File: src/rtl/qpc_pkg.sv
package qpc_pkg;
  typedef enum logic [1:0] {
    QM_X2_DIR = 2'b00,
    QM_X4_DIR = 2'b01,
    QM_X1_FWD = 2'b10,
    QM_X2_FWD = 2'b11
  } qpc_mode_e;
endpackage

File: src/rtl/qpc_input_filter.sv
module qpc_input_filter #(
  parameter int STEP_CYC = 25
) (
  input  logic       clk,
  input  logic       rst_n,
  input  logic       raw,
  input  logic [3:0] setting,
  output logic       level
);
  localparam int LIM_MAX = 15 * STEP_CYC;
  localparam int LIM_W   = $clog2(LIM_MAX + 1) + 1;

  logic             sync1_q, sync2_q, level_q, level_d;
  logic [LIM_W-1:0] cnt_q, cnt_d, limit;

  assign limit = LIM_W'(setting) * LIM_W'(STEP_CYC);

  always_comb begin
    level_d = level_q;
    cnt_d   = '0;
    if (sync2_q != level_q) begin
      if ((limit == '0) || (cnt_q + 1'b1 >= limit)) begin
        level_d = sync2_q;
      end else begin
        cnt_d = cnt_q + 1'b1;
      end
    end
  end

  always_ff @(posedge clk or negedge rst_n) begin
    if (!rst_n) begin
      sync1_q <= 1'b0;
      sync2_q <= 1'b0;
      level_q <= 1'b0;
      cnt_q   <= '0;
    end else begin
      sync1_q <= raw;
      sync2_q <= sync1_q;
      level_q <= level_d;
      cnt_q   <= cnt_d;
    end
  end

  assign level = level_q;
endmodule

File: src/rtl/qpc_quad_decoder.sv
module qpc_quad_decoder
  import qpc_pkg::*;
(
  input  logic       clk,
  input  logic       rst_n,
  input  logic       a,
  input  logic       b,
  input  logic [1:0] mode,
  output logic       step,
  output logic       up
);
  logic a_q, b_q, a_chg, b_chg;

  assign a_chg = a ^ a_q;
  assign b_chg = b ^ b_q;

  always_comb begin
    step = 1'b0;
    up   = 1'b1;
    case (qpc_mode_e'(mode))
      QM_X2_DIR: begin
        step = a_chg;
        up   = a ^ b;
      end
      QM_X4_DIR: begin
        step = a_chg ^ b_chg;
        up   = a_chg ? (a ^ b) : ~(a ^ b);
      end
      QM_X1_FWD: begin
        step = a & ~a_q;
        up   = 1'b1;
      end
      default: begin
        step = a_chg;
        up   = 1'b1;
      end
    endcase
  end

  always_ff @(posedge clk or negedge rst_n) begin
    if (!rst_n) begin
      a_q <= 1'b0;
      b_q <= 1'b0;
    end else begin
      a_q <= a;
      b_q <= b;
    end
  end
endmodule

File: src/rtl/qpc_pos_latch.sv
module qpc_pos_latch #(
  parameter int POS_W = 32
) (
  input  logic             clk,
  input  logic             rst_n,
  input  logic             step,
  input  logic             up,
  input  logic             strobe,
  output logic [POS_W-1:0] position,
  output logic [POS_W-1:0] latched_pos,
  output logic             latch_valid
);
  logic [POS_W-1:0] pos_q, pos_d, reg_q, reg_d;
  logic             st1_q, st2_q, st3_q, valid_q, valid_d, capture;

  assign capture = st2_q & ~st3_q;

  always_comb begin
    pos_d = pos_q;
    if (step) begin
      pos_d = up ? pos_q + 1'b1 : pos_q - 1'b1;
    end
    reg_d   = capture ? pos_q : reg_q;
    valid_d = valid_q | capture;
  end

  always_ff @(posedge clk or negedge rst_n) begin
    if (!rst_n) begin
      pos_q   <= '0;
      reg_q   <= '0;
      valid_q <= 1'b0;
      st1_q   <= 1'b0;
      st2_q   <= 1'b0;
      st3_q   <= 1'b0;
    end else begin
      pos_q   <= pos_d;
      reg_q   <= reg_d;
      valid_q <= valid_d;
      st1_q   <= strobe;
      st2_q   <= st1_q;
      st3_q   <= st2_q;
    end
  end

  assign position    = pos_q;
  assign latched_pos = reg_q;
  assign latch_valid = valid_q;
endmodule

File: src/rtl/quad_position_counter.sv
module quad_position_counter #(
  parameter int POS_W    = 32,
  parameter int STEP_CYC = 25
) (
  input  logic             clk,
  input  logic             rst_n,
  input  logic             enc_a,
  input  logic             enc_b,
  input  logic             strobe,
  input  logic [3:0]       cfg_filt,
  input  logic [1:0]       cfg_mode,
  input  logic             cfg_inv_a,
  output logic [POS_W-1:0] position,
  output logic [POS_W-1:0] latched_pos,
  output logic             latch_valid
);
  localparam int NCH = 2;

  logic           rst_s1_q, rst_s2_q, rst_int_n;
  logic [NCH-1:0] raw_ph, filt_ph;
  logic           filt_a, filt_b, step, up;

  always_ff @(posedge clk or negedge rst_n) begin
    if (!rst_n) begin
      rst_s1_q <= 1'b0;
      rst_s2_q <= 1'b0;
    end else begin
      rst_s1_q <= 1'b1;
      rst_s2_q <= rst_s1_q;
    end
  end
  assign rst_int_n = rst_s2_q;

  assign raw_ph = {enc_b, enc_a ^ cfg_inv_a};

  for (genvar ch = 0; ch < NCH; ch++) begin : g_ph
    qpc_input_filter #(.STEP_CYC(STEP_CYC)) u_filt (
      .clk     (clk),
      .rst_n   (rst_int_n),
      .raw     (raw_ph[ch]),
      .setting (cfg_filt),
      .level   (filt_ph[ch])
    );
  end

  assign filt_a = filt_ph[0];
  assign filt_b = filt_ph[1];

  qpc_quad_decoder u_dec (
    .clk   (clk),
    .rst_n (rst_int_n),
    .a     (filt_a),
    .b     (filt_b),
    .mode  (cfg_mode),
    .step  (step),
    .up    (up)
  );

  qpc_pos_latch #(.POS_W(POS_W)) u_pos (
    .clk         (clk),
    .rst_n       (rst_int_n),
    .step        (step),
    .up          (up),
    .strobe      (strobe),
    .position    (position),
    .latched_pos (latched_pos),
    .latch_valid (latch_valid)
  );
endmodule

File: config.mk
export PLATFORM = sky130hd
export DESIGN_NAME = quad_position_counter
export DESIGN_NICKNAME = d
export VERILOG_FILES = /design/src/rtl/qpc_pkg.sv /design/src/rtl/qpc_input_filter.sv /design/src/rtl/qpc_quad_decoder.sv /design/src/rtl/qpc_pos_latch.sv /design/src/rtl/quad_position_counter.sv
export SDC_FILE = /design/constraint.sdc
export NUM_CORES = 1
export LEC_CHECK = 0
export BUFFER_PORTS_ARGS = -buffer_cell sky130_fd_sc_hd__buf_2
export CORE_MARGIN = 1
export CORE_UTILIZATION = 39
export DETAILED_ROUTE_END_ITERATION = 7
export PLACE_DENSITY = 0.59
export SLEW_MARGIN = 20
export SYNTH_ARGS = -nofsm -noshare
export SYNTH_HDL_FRONTEND = slang
export SYNTH_SLANG_ARGS = --single-unit
File: constraint.sdc
create_clock -name clk -period 2.7 [get_ports clk]
set_input_delay 0.54 -clock clk [delete_from_list [all_inputs] [get_ports clk]]
set_output_delay 0.54 -clock clk [all_outputs]
set_load 0.02 [all_outputs]
==> results.md, run 1 <==
- DRT met1 WL: 7.33 mm
- Worst Setup Slack post-DPL: -1.18 ns
- Standard-cell row count: 45
- Dpl cells: between 900 and 1000
- Largest family of logic cells by synthesized area: compound AO/OA/AOI/OAI gates
- Worst slew margin: 0.562
- Worst VDD drop: 0.000665 V
- Flops & latches, synth: 98
- CP top delay family: compound AO/OA/AOI/OAI gates
- Antenna viol nets, final: 0
- Main flop type after synthesis: dfrtp_1
- Failing checks: negative setup slack
- Largest net degree at the start of global routing: 50
- Synth async-reset ratio: 1.00
- Number of synthesized flops with an enable pin: 0
- Min-delay worst type: input port to register
- Synth top area cells: dfrtp_1 (41%), ha_1 (13%), mux2_2 (6.6%)
- Setup ws final: -0.967 ns
- Sequential cell area fraction in the yosys report: 0.408
- Final setup fails: 25
- Highest-delay cell along the critical path: dfrtp_2
- F_max: roughly 270 MHz
- Core area: roughly 15000 um2
- DR DRC count: 0
- Worst path max stage delay: between 0.4 and 0.5 ns
- Gpl congestion: between 0.8 and 0.9
- Nets: 890
- Crit Path Category: register to register
- Overall power: slightly below 0.01 W
- Instance count on the critical path: 13
- Post-synthesis cell type count: 56
- Adder-cell share of the synthesized area: 0.136
- WP data required: ~2.9 ns
- First-pass GRT wire length: ~26 mm
- Setup crit end kind: register
- Share of layout cells above drive strength 1: 0.468
- Vias in the first global route: approximately 5400
- Initial Utilization: 0.397
- Wire per inst: 16.0 um
- R2r worst-path depth: 13
- CP max FO: 7
- Total grt overflow: 0
- Actual slew at the worst max-slew pin: 0.657 ns
- Via density per instance: ~5.3
- Layout Skew: around 0.0096 ns
- Fill cells: between 1000 and 1500
- Critical-path cell list: ha_4, mux2_4, nand2_4, o21ai_4, fa_2, a21oi_4, o21ai_2, a2111oi_4, nor3_2, o21a_1, a211o_4, a2111o_1, o221a_2
- Dpl cell area: roughly 7700 um2
- Status: finished, violations left
- Max-Cap Viols: 0
- Final Hold Viols: 0
- Top-area cell type share of the netlist area: 0.408
- DRT iter0 DRCs: between 200 and 250
- Mean area per synthesized cell: a little over 10 um2
- CTS H-Tree Depth: 3
- Clock latency on the worst-skew pair: approximately 0.36 ns
- Highest routed layer: met4
- Final period util: 1.36
- Area leader, netlist: dfrtp_1
- Post-synthesis compound-gate area fraction: 0.161
- Most common cell in the netlist: dfrtp_1
- Mux contribution to synthesized area: 0.0689
- Non-filler instance count after layout: roughly 1000
- TritonCTS Sinks: around 100
- Arr. time, crit path: just under 4 ns
- 1st-pass router iterations: 4
- Synth Area in XOR/XNOR: 0.0700
- Chip width: 126 um
- Dpl hpwl: approximately 11 mm
- Die height: between 100 and 150 um
- Leakage: ~4.1 nW
- Post-Syn Area: 6010 um2
- Min Tclk post-route: between 3 and 4 ns
- Number of diodes: 0
- Simple-Gate Fraction of Synth Area: 0.129
- Clk buf depth: 2
- CTS Buf Count: 9
- RSZ-0062 raised after global routing: true
- IO Count: 77
- Max-slew violation count: 0
- Port Buffers: 76
- Worst Hold Depth: 1
- Root Driver: clkbuf_16
- PwrDens: 1110 nW/um2
- CTS tree: built
- Die area: roughly 16000 um2
- Routed wl met2: 7.85 mm
- Design area: 8820 um2
- Clk pin slew, worst setup/hold paths: ~0.07 ns
- Ys Warns: 0
- Setup TNS: -15.40 ns
- Synthesized netlist cell count: between 500 and 600
- Initial antenna violation count: 0
- CP startpoint kind: register
- Area growth, synth to finish: 46.8%
- Commonest cells post-synth: dfrtp_1 (98), ha_1 (62), nand2_1 (49)
- Gr usage total: 0.208
- Via count: approximately 5300
- Post-Route WL: around 16 mm
- Met3 wire length: between 600 and 700 um
- CP Buf/Inv Count: 0
-- power breakdown --
group,internal (W),total (W),switching (W),leakage [nW]
clock,0.000651,0.00128,0.000625,0.145
sequential,0.00196,0.00243,0.000470,1.18
combinational,0.00298,0.00608,0.00310,2.77
total,0.00559,0.00979,0.00420,4.09
-- registers in the layout (all words and copies together), names as in the netlist, 2 cells and up --
register,cells
u_pos.position,32
g_ph.u_filt.level,2
g_ph.u_filt.cnt_q,20
g_ph.u_filt.sync1_q,2
u_pos.latched_pos,32
g_ph.u_filt.sync2_q,2
-- layout by cell type (no fill, tap or decap), drive strengths merged, types with 4 or more instances in the layout --
| cell type | count |
|---|---|
| a2111oi | 4 |
| a211oi | 4 |
| a21o | 16 |
| a21oi | 42 |
| a31oi | 8 |
| and3 | 6 |
| and4 | 5 |
| buf | 221 |
| clkbuf | 9 |
| clkinv | 4 |
| dfrtp | 98 |
| ha | 62 |
| inv | 26 |
| mux2 | 35 |
| nand2 | 49 |
| nand3 | 13 |
| nand4 | 5 |
| nor2 | 43 |
| nor2b | 16 |
| nor3 | 8 |
| o211ai | 5 |
| o21a | 5 |
| o21ai | 36 |
| o21bai | 4 |
| or2 | 4 |
| xnor2 | 30 |
| xor2 | 18 |
-- stage by stage --
step                       util  hold slack [ns]
final                     0.582            0.289
after global routing      0.582            0.264
after CTS                 0.558            0.276
after detailed placement  0.511            0.330
after global placement    0.511            0.327
after floorplan               -            0.244
-- logic make-up after synthesis --
| kind of cell | after synthesis |
|---|---|
| compound gates | 146 |
| simple gates | 161 |
| fa+ha+maj | 64 |
| other cells | 2 |
| mux | 37 |
| flops | 98 |
| buf+inv | 40 |
| xor+xnor | 48 |
-- per-layer routing --
metal,GRT usage,vias to the layer above
met3,0.0484,28
li1,-,2581
met5,0,-
met1,0.268,2590
met2,0.353,105
met4,0.0546,0
-- layout make-up --
cell class / instances / area (um2) / area share
tap: 188 / 235 / 0.0267
clock inverter: 7 / 71.3 / 0.00809
timing repair buffer: 222 / 1570 / 0.177
inverter: 23 / 91.3 / 0.0104
sequential: 98 / 2460 / 0.279
clock buffer: 9 / 225 / 0.0255
multi-input combinational: 460 / 4180 / 0.473
-- path summary, 6_finish.rpt --
check | start | slack (ns) | endpoint
setup / recovery | g_ph[0].u_filt.level | -0.97 | u_pos.position[24]
hold / removal | strobe | 0.29 | u_pos.st1_q
setup reg to reg | g_ph[0].u_filt.level | -0.97 | u_pos.position[24]
hold reg to reg | u_pos.st1_q | 0.35 | u_pos.st2_q
max in group asynchronous | rst_int_n | 1.65 | u_pos.latch_valid
min in group asynchronous | rst_int_n | 0.36 | u_pos.latched_pos[3]
-- timing repair --
action | CTS | global route
endpoints found under the setup margin | 25 | 29
gates cloned | 1 | 0
buffers inserted | 9 | 11
pin swaps | 23 | 39
resized for setup | 57 | 65
hold endpoints to repair | 2 | 0
hold buffers | 1 | 0
(Power assumes the default switching activity.)
==> run 2, diff against run 1 <==
==> constraint.sdc (replaced) <==
create_clock -name clk -period 2.7 [get_ports clk]
set_input_delay 0.405 -clock clk [delete_from_list [all_inputs] [get_ports clk]]
set_output_delay 0.405 -clock clk [all_outputs]
set_load 0.02 [all_outputs]
==> results.md, run 2 (synthesized netlist as in run 1, its figures left out) <==
- Standard-cell row count: 45 (unchanged)
- Min-delay worst type: input port to register (unchanged)
- CP max FO: 7 (unchanged)
- CTS H-Tree Depth: 3 (unchanged)
- Number of diodes: 0 (unchanged)
- Area growth, synth to finish: 42.0% (was 46.8%)
- Die area: 15900 um2 (unchanged)
- Critical-path cell list: ha_4, mux2_4, nand2_4, o21ai_4, buf_12, fa_2, a21oi_4, o21ai_2, a2111oi_4, nor3_2, o21a_1, a211o_1, buf_6, a2111oi_4, nor3_2 (was ha_4, mux2_4, nand2_4, o21ai_4, fa_2, a21oi_4, o21ai_2, a2111oi_4, nor3_2, o21a_1, a211o_4, a2111o_1, o221a_2)
- Gr usage total: 0.202 (was 0.208)
- Worst slew margin: 0.423 (was 0.562)
- First-pass GRT wire length: 25.6 mm (was 26.4 mm)
- Hold_sp: strobe (unchanged)
- Layout Skew: 0.0122 ns (was 0.00957 ns)
- Final hold slack: 0.141 ns (was 0.289 ns)
- Initial antenna violation count: 0 (unchanged)
- Comb pwr share: 0.610 (was 0.622)
- Setup ws final: -0.872 ns (was -0.967 ns)
- PwrDens: 1120 nW/um2 (was 1110 nW/um2)
- Worst Setup Slack post-DPL: -1.03 ns (was -1.18 ns)
- Initial Utilization: 0.397 (unchanged)
- Root Driver: clkbuf_16 (unchanged)
- Worst VDD drop: 0.000649 V (was 0.000665 V)
- Status: finished, violations left (unchanged)
- Post-Route WL: 15.3 mm (was 16.1 mm)
- Clk pin slew, worst setup/hold paths: 0.08 ns (was 0.07 ns)
- Via density per instance: 5.17 (was 5.27)
- CTS Buf Count: 9 (unchanged)
- Sequential share of power: 0.249 (was 0.248)
- Port Buffers: 76 (unchanged)
- Fill cells: 1290 (was 1271)
- Hold Path Sink: u_pos.st1_q (unchanged)
- Max-Cap Viols: 0 (unchanged)
- TritonCTS Sinks: 98 (unchanged)
- Nets: 886 (was 890)
- CTS tree: built (unchanged)
- Internal cell power: 0.00550 W (was 0.00559 W)
- RSZ-0062 raised after global routing: true (unchanged)
- 1st-pass router iterations: 6 (was 4)
- Share of layout cells above drive strength 1: 0.423 (was 0.468)
- Setup crit end kind: register (unchanged)
- Leakage: 4.06 nW (was 4.09 nW)
- Fraction of power consumed by the clock network: 0.141 (was 0.130)
- Gpl congestion: 0.795 (was 0.840)
- DR DRC count: 2 (was 0)
- Overall power: 0.00954 W (was 0.00979 W)
- Non-filler instance count after layout: 1003 (was 1007)
- F_max: 280 MHz (was 273 MHz)
- Crit Path Category: register to register (unchanged)
- Dpl hpwl: 11.1 mm (was 11.0 mm)
- Final period util: 1.32 (was 1.36)
- Sw frac: 0.423 (was 0.429)
- Most common cell after layout, fill and taps aside: buf_4 (unchanged)
- Die height: 126 um (unchanged)
- Commonest cells after routing, fill and taps aside: buf_4 (132), dfrtp_1 (96), buf_2 (76) (was buf_4 (129), dfrtp_1 (96), buf_2 (76))
- DRT iter0 DRCs: 197 (was 245)
- Switching pwr: 0.00404 W (was 0.00420 W)
- Failing checks: design-rule violations, negative setup slack (was negative setup slack)
- WP data required: 2.94 ns (about the same)
- Setup TNS: -14.82 ns (was -15.40 ns)
- Arr. time, crit path: 3.81 ns (was 3.90 ns)
- Wire per inst: 15.2 um (was 16.0 um)
- Highest-delay cell along the critical path: dfrtp_2 (unchanged)
- Flop2flop setup slack: -0.87 ns (was -0.97 ns)
- Clk buf depth: 2 (unchanged)
- R2r startpoint: g_ph[0].u_filt.level (unchanged)
- Antenna viol nets, final: 0 (unchanged)
- Via count: 5190 (was 5304)
- Chip width: 126 um (unchanged)
- Final Hold Viols: 0 (unchanged)
- Worst path max stage delay: 0.44 ns (was 0.45 ns)
- Clock latency on the worst-skew pair: 0.36 ns (about the same)
- Actual slew at the worst max-slew pin: 0.865 ns (was 0.657 ns)
- Total grt overflow: 0 (unchanged)
- Core area: 15100 um2 (unchanged)
- Final setup fails: 25 (unchanged)
- Vias in the first global route: 5398 (was 5392)
- Dpl cells: 978 (was 975)
- R2r worst-path depth: 15 (was 13)
- R2r endpoint: u_pos.position[26] (was u_pos.position[24])
- CP startpoint kind: register (unchanged)
- Largest net degree at the start of global routing: 46 (was 50)
- IO Count: 77 (unchanged)
- Max-slew violation count: 0 (unchanged)
- Worst Hold Depth: 1 (unchanged)
- Min Tclk post-route: 3.57 ns (was 3.67 ns)
run 2: cell types whose count changed in the layout (fill, tap and decap cells not counted), sizes merged:
cell,before,now
buf,221,218
clkinv,4,1
clkinvlp,0,2
bufinv,0,1
o21ai,36,35
run 2: worst max-delay path by stage:
stage,startpoint,end,slack (ns),cells after the start
5_1_grt,g_ph[0].u_filt.level,u_pos.position[26],-1.04,15
3_5_place_dp,cfg_mode[0],u_pos.position[26],-1.03,18
2_1_floorplan,g_ph[0].u_filt.level,u_pos.position[24],-0.89,14
3_3_place_gp,cfg_mode[0],u_pos.position[26],-0.91,18
4_1_cts,g_ph[0].u_filt.level,u_pos.position[26],-0.85,15
6_report,g_ph[0].u_filt.level,u_pos.position[26],-0.87,15
run 2: critical path: cells and delay by family (launching register included):
kind	cells	cell delay [ns]
compound gates	7	1.48
buf+inv	2	0.32
simple gates	3	0.24
mux	1	0.30
fa+ha+maj	2	0.66
flops	1	0.44
run 2: power by group through the flow:
stage	Sequential (W)	Clock [W]	Combinational (W)
3_3_place_gp	0.00235	0	0.00501
4_1_cts	0.00238	0.00138	0.00555
5_1_grt	0.00245	0.00144	0.00633
2_1_floorplan	0.00291	0	0.00235
6_report	0.00238	0.00134	0.00582
3_5_place_dp	0.00238	0	0.00508
run 2: metrics by stage:
step / instance area [um2] / util
after floorplan: 6090 / -
after global placement: 7680 / 0.507
after detailed placement: 7680 / 0.507
after CTS: 8350 / 0.551
after global routing: 8530 / 0.563
final: 8530 / 0.563
run 2: what timing repair did:
action                     in CTS  in global routing
hold buffers                    1                  0
hold endpoints to repair        2                  0
pin swaps                      24                 20
resized for setup              54                 33
setup buffers                   7                  5
setup endpoints to repair      25                 37
gates cloned                    0                  0
run 2: final cells by class:
class                           instances  area, um2  share of cell area
Clock buffer                            9        225              0.0264
Clock inverter                          7       82.6             0.00968
Inverter                               23       86.3              0.0101
Multi-Input combinational cell        459       3920               0.460
Sequential cell                        98       2460               0.288
Tap cell                              188        235              0.0276
Timing Repair Buffer                  219       1520               0.178
run 2: layer usage:
layer | part of all wire | track usage | vias to the layer above
met4 | 0.019 | 0.0631 | 0
met2 | 0.48 | 0.342 | 83
met5 | 0 | 0 | -
met1 | 0.46 | 0.254 | 2534
li1 | - | - | 2553
met3 | 0.037 | 0.0493 | 20
==> run 3, diff against run 2 <==
--- a/config.mk
+++ b/config.mk
@@ -6,10 +6,12 @@
 export NUM_CORES = 1
 export LEC_CHECK = 0
 export BUFFER_PORTS_ARGS = -buffer_cell sky130_fd_sc_hd__buf_2
+export CAP_MARGIN = 20
 export CORE_MARGIN = 1
 export CORE_UTILIZATION = 39
 export DETAILED_ROUTE_END_ITERATION = 7
 export PLACE_DENSITY = 0.59
+export REMOVE_ABC_BUFFERS = 1
 export SLEW_MARGIN = 20
 export SYNTH_ARGS = -nofsm -noshare
 export SYNTH_HDL_FRONTEND = slang
==> results.md, run 3 (synthesized netlist as in run 1, its figures left out) <==
- 1st-pass router iterations: 4 (was 6)
- Final setup fails: 25 (unchanged)
- Worst VDD drop: 0.000653 V (was 0.000649 V)
- CTS Buf Count: 9 (unchanged)
- Vias in the first global route: 5078 (was 5398)
- Layout Skew: 0.00690 ns (was 0.0122 ns)
- First-pass GRT wire length: 24.4 mm (was 25.6 mm)
- Initial Utilization: 0.397 (unchanged)
- Gpl congestion: 0.862 (was 0.795)
- Root Driver: clkbuf_16 (unchanged)
- Multi-input logic area: 3650 um2 (was 3920 um2)
- Wire per inst: 14.6 um (was 15.2 um)
- Dpl cell area: 7550 um2 (was 7680 um2)
- Antenna viol nets, final: 0 (unchanged)
- F_max: 279 MHz (was 280 MHz)
- IO Count: 77 (unchanged)
- Commonest cells after routing, fill and taps aside: buf_4 (135), dfrtp_1 (96), buf_2 (76) (was buf_4 (132), dfrtp_1 (96), buf_2 (76))
- Die area: 15900 um2 (unchanged)
- Internal cell power: 0.00526 W (was 0.00550 W)
- Nets: 881 (was 886)
- Most common cell after layout, fill and taps aside: buf_4 (unchanged)
- Post-Route WL: 14.6 mm (was 15.3 mm)
- Max-Cap Viols: 0 (unchanged)
- Largest net degree at the start of global routing: 55 (was 46)
- Port Buffers: 76 (unchanged)
- Actual slew at the worst max-slew pin: 0.955 ns (was 0.865 ns)
- Share of layout cells above drive strength 1: 0.390 (was 0.423)
- Overall power: 0.00891 W (was 0.00954 W)
- Min-delay worst type: input port to register (unchanged)
- Die height: 126 um (unchanged)
- Via count: 5104 (was 5190)
- TritonCTS Sinks: 98 (unchanged)
- Core area: 15100 um2 (unchanged)
- Register area: 2460 um2 (unchanged)
- Worst slew margin: 0.363 (was 0.423)
- Arr. time, crit path: 3.83 ns (was 3.81 ns)
- Number of diodes: 0 (unchanged)
- Dpl cells: 970 (was 978)
- DR DRC count: 0 (was 2)
- Sequential share of power: 0.262 (was 0.249)
- Fill cells: 1330 (was 1290)
- Failing checks: negative setup slack (was design-rule violations, negative setup slack)
- Dpl hpwl: 11.0 mm (was 11.1 mm)
- Clock latency on the worst-skew pair: 0.36 ns (about the same)
- CP max FO: 7 (unchanged)
- Min Tclk post-route: 3.59 ns (was 3.57 ns)
- CP startpoint kind: register (unchanged)
- CTS tree: built (unchanged)
- Final Hold Viols: 0 (unchanged)
- Chip width: 126 um (unchanged)
- Via density per instance: 5.11 (was 5.17)
- PwrDens: 1090 nW/um2 (was 1120 nW/um2)
- Clk pin slew, worst setup/hold paths: 0.07 ns (was 0.08 ns)
- CTS H-Tree Depth: 3 (unchanged)
- Max-slew violation count: 0 (unchanged)
- Design area: 8180 um2 (was 8530 um2)
- Comb pwr share: 0.587 (was 0.610)
- Total grt overflow: 0 (unchanged)
- RSZ-0062 raised after global routing: true (unchanged)
- Gr usage total: 0.193 (was 0.202)
- Status: finished, violations left (unchanged)
- Clk buf depth: 2 (unchanged)
- WP data required: 2.94 ns (about the same)
- Fraction of power consumed by the clock network: 0.152 (was 0.141)
- Setup ws final: -0.887 ns (was -0.872 ns)
- Area growth, synth to finish: 36.1% (was 42.0%)
- Setup crit end kind: register (unchanged)
- DRT iter0 DRCs: 212 (was 197)
- Switching pwr: 0.00365 W (was 0.00404 W)
- Standard-cell row count: 45 (unchanged)
- Setup TNS: -15.97 ns (was -14.82 ns)
- Crit Path Category: register to register (unchanged)
- Initial antenna violation count: 0 (unchanged)
- Leakage: 3.95 nW (was 4.06 nW)
- Final period util: 1.33 (was 1.32)
- Sw frac: 0.410 (was 0.423)
- Non-filler instance count after layout: 998 (was 1003)
-- run 3: worst paths after layout --
path,end,cells after the start,slack [ns],from
setup / recovery,u_pos.position[24],13,-0.89,g_ph[0].u_filt.level
hold / removal,u_pos.st1_q,1,0.16,strobe
setup reg to reg,u_pos.position[24],13,-0.89,g_ph[0].u_filt.level
hold reg to reg,g_ph[0].u_filt.cnt_q[1],0,0.32,rst_int_n
max in group asynchronous,u_pos.position[2],1,1.68,rst_int_n
min in group asynchronous,g_ph[0].u_filt.cnt_q[1],0,0.32,rst_int_n
-- run 3: cell type report --
cell class,count,share of cell area
multi-input combinational,459,0.446
sequential,98,0.300
timing repair buffer,214,0.177
clock buffer,12,0.0314
tap,188,0.0288
inverter,23,0.0106
clock inverter,4,0.00627
-- run 3: layer usage --
layer,share of wire,vias up,track usage
met3,0.032,19,0.0387
met2,0.48,82,0.326
met1,0.47,2453,0.244
met5,0,-,0
li1,-,2550,-
met4,0.018,0,0.0680
-- run 3: power groups by stage --
| stage | combinational (W) | sequential (W) | clock [W] |
|---|---|---|---|
| final | 0.00523 | 0.00233 | 0.00135 |
| after global placement | 0.00487 | 0.00234 | 0 |
| after detailed placement | 0.00497 | 0.00236 | 0 |
| after global routing | 0.00574 | 0.00241 | 0.00144 |
| after floorplan | 0.00225 | 0.00290 | 0 |
| after CTS | 0.00509 | 0.00234 | 0.00139 |
-- run 3: per-stage QoR --
stage	worst slack, ns	hold slack, ns	utilization
2_1_floorplan	-2.52	0.109	-
3_3_place_gp	-1.00	0.190	0.498
3_5_place_dp	-1.13	0.198	0.498
4_1_cts	-0.873	0.147	0.526
5_1_grt	-1.03	0.147	0.540
6_report	-0.887	0.157	0.540
-- run 3: worst max-delay path, stage by stage, from the launching register on --
cell and delay (ns):
dfrtp_2 0.45, ha_4 0.29, mux2_4 0.30, nand2_2 0.08
o21ai_4 0.11, fa_2 0.38, a21oi_2 0.18, o21ai_2 0.10
a2111oi_4 0.41, nor3_2 0.09, o21a_1 0.21, a211o_4 0.38
a2111o_1 0.38, o221a_2 0.12
-- run 3: timing repair --
action                                  CTS  global route
endpoints found under the setup margin   25            47
hold endpoints to repair                  2             0
gates resized for setup                  14            40
hold buffers                              1             0
pin swaps                                11            19
cloned                                    0             1
setup buffers                             5             5
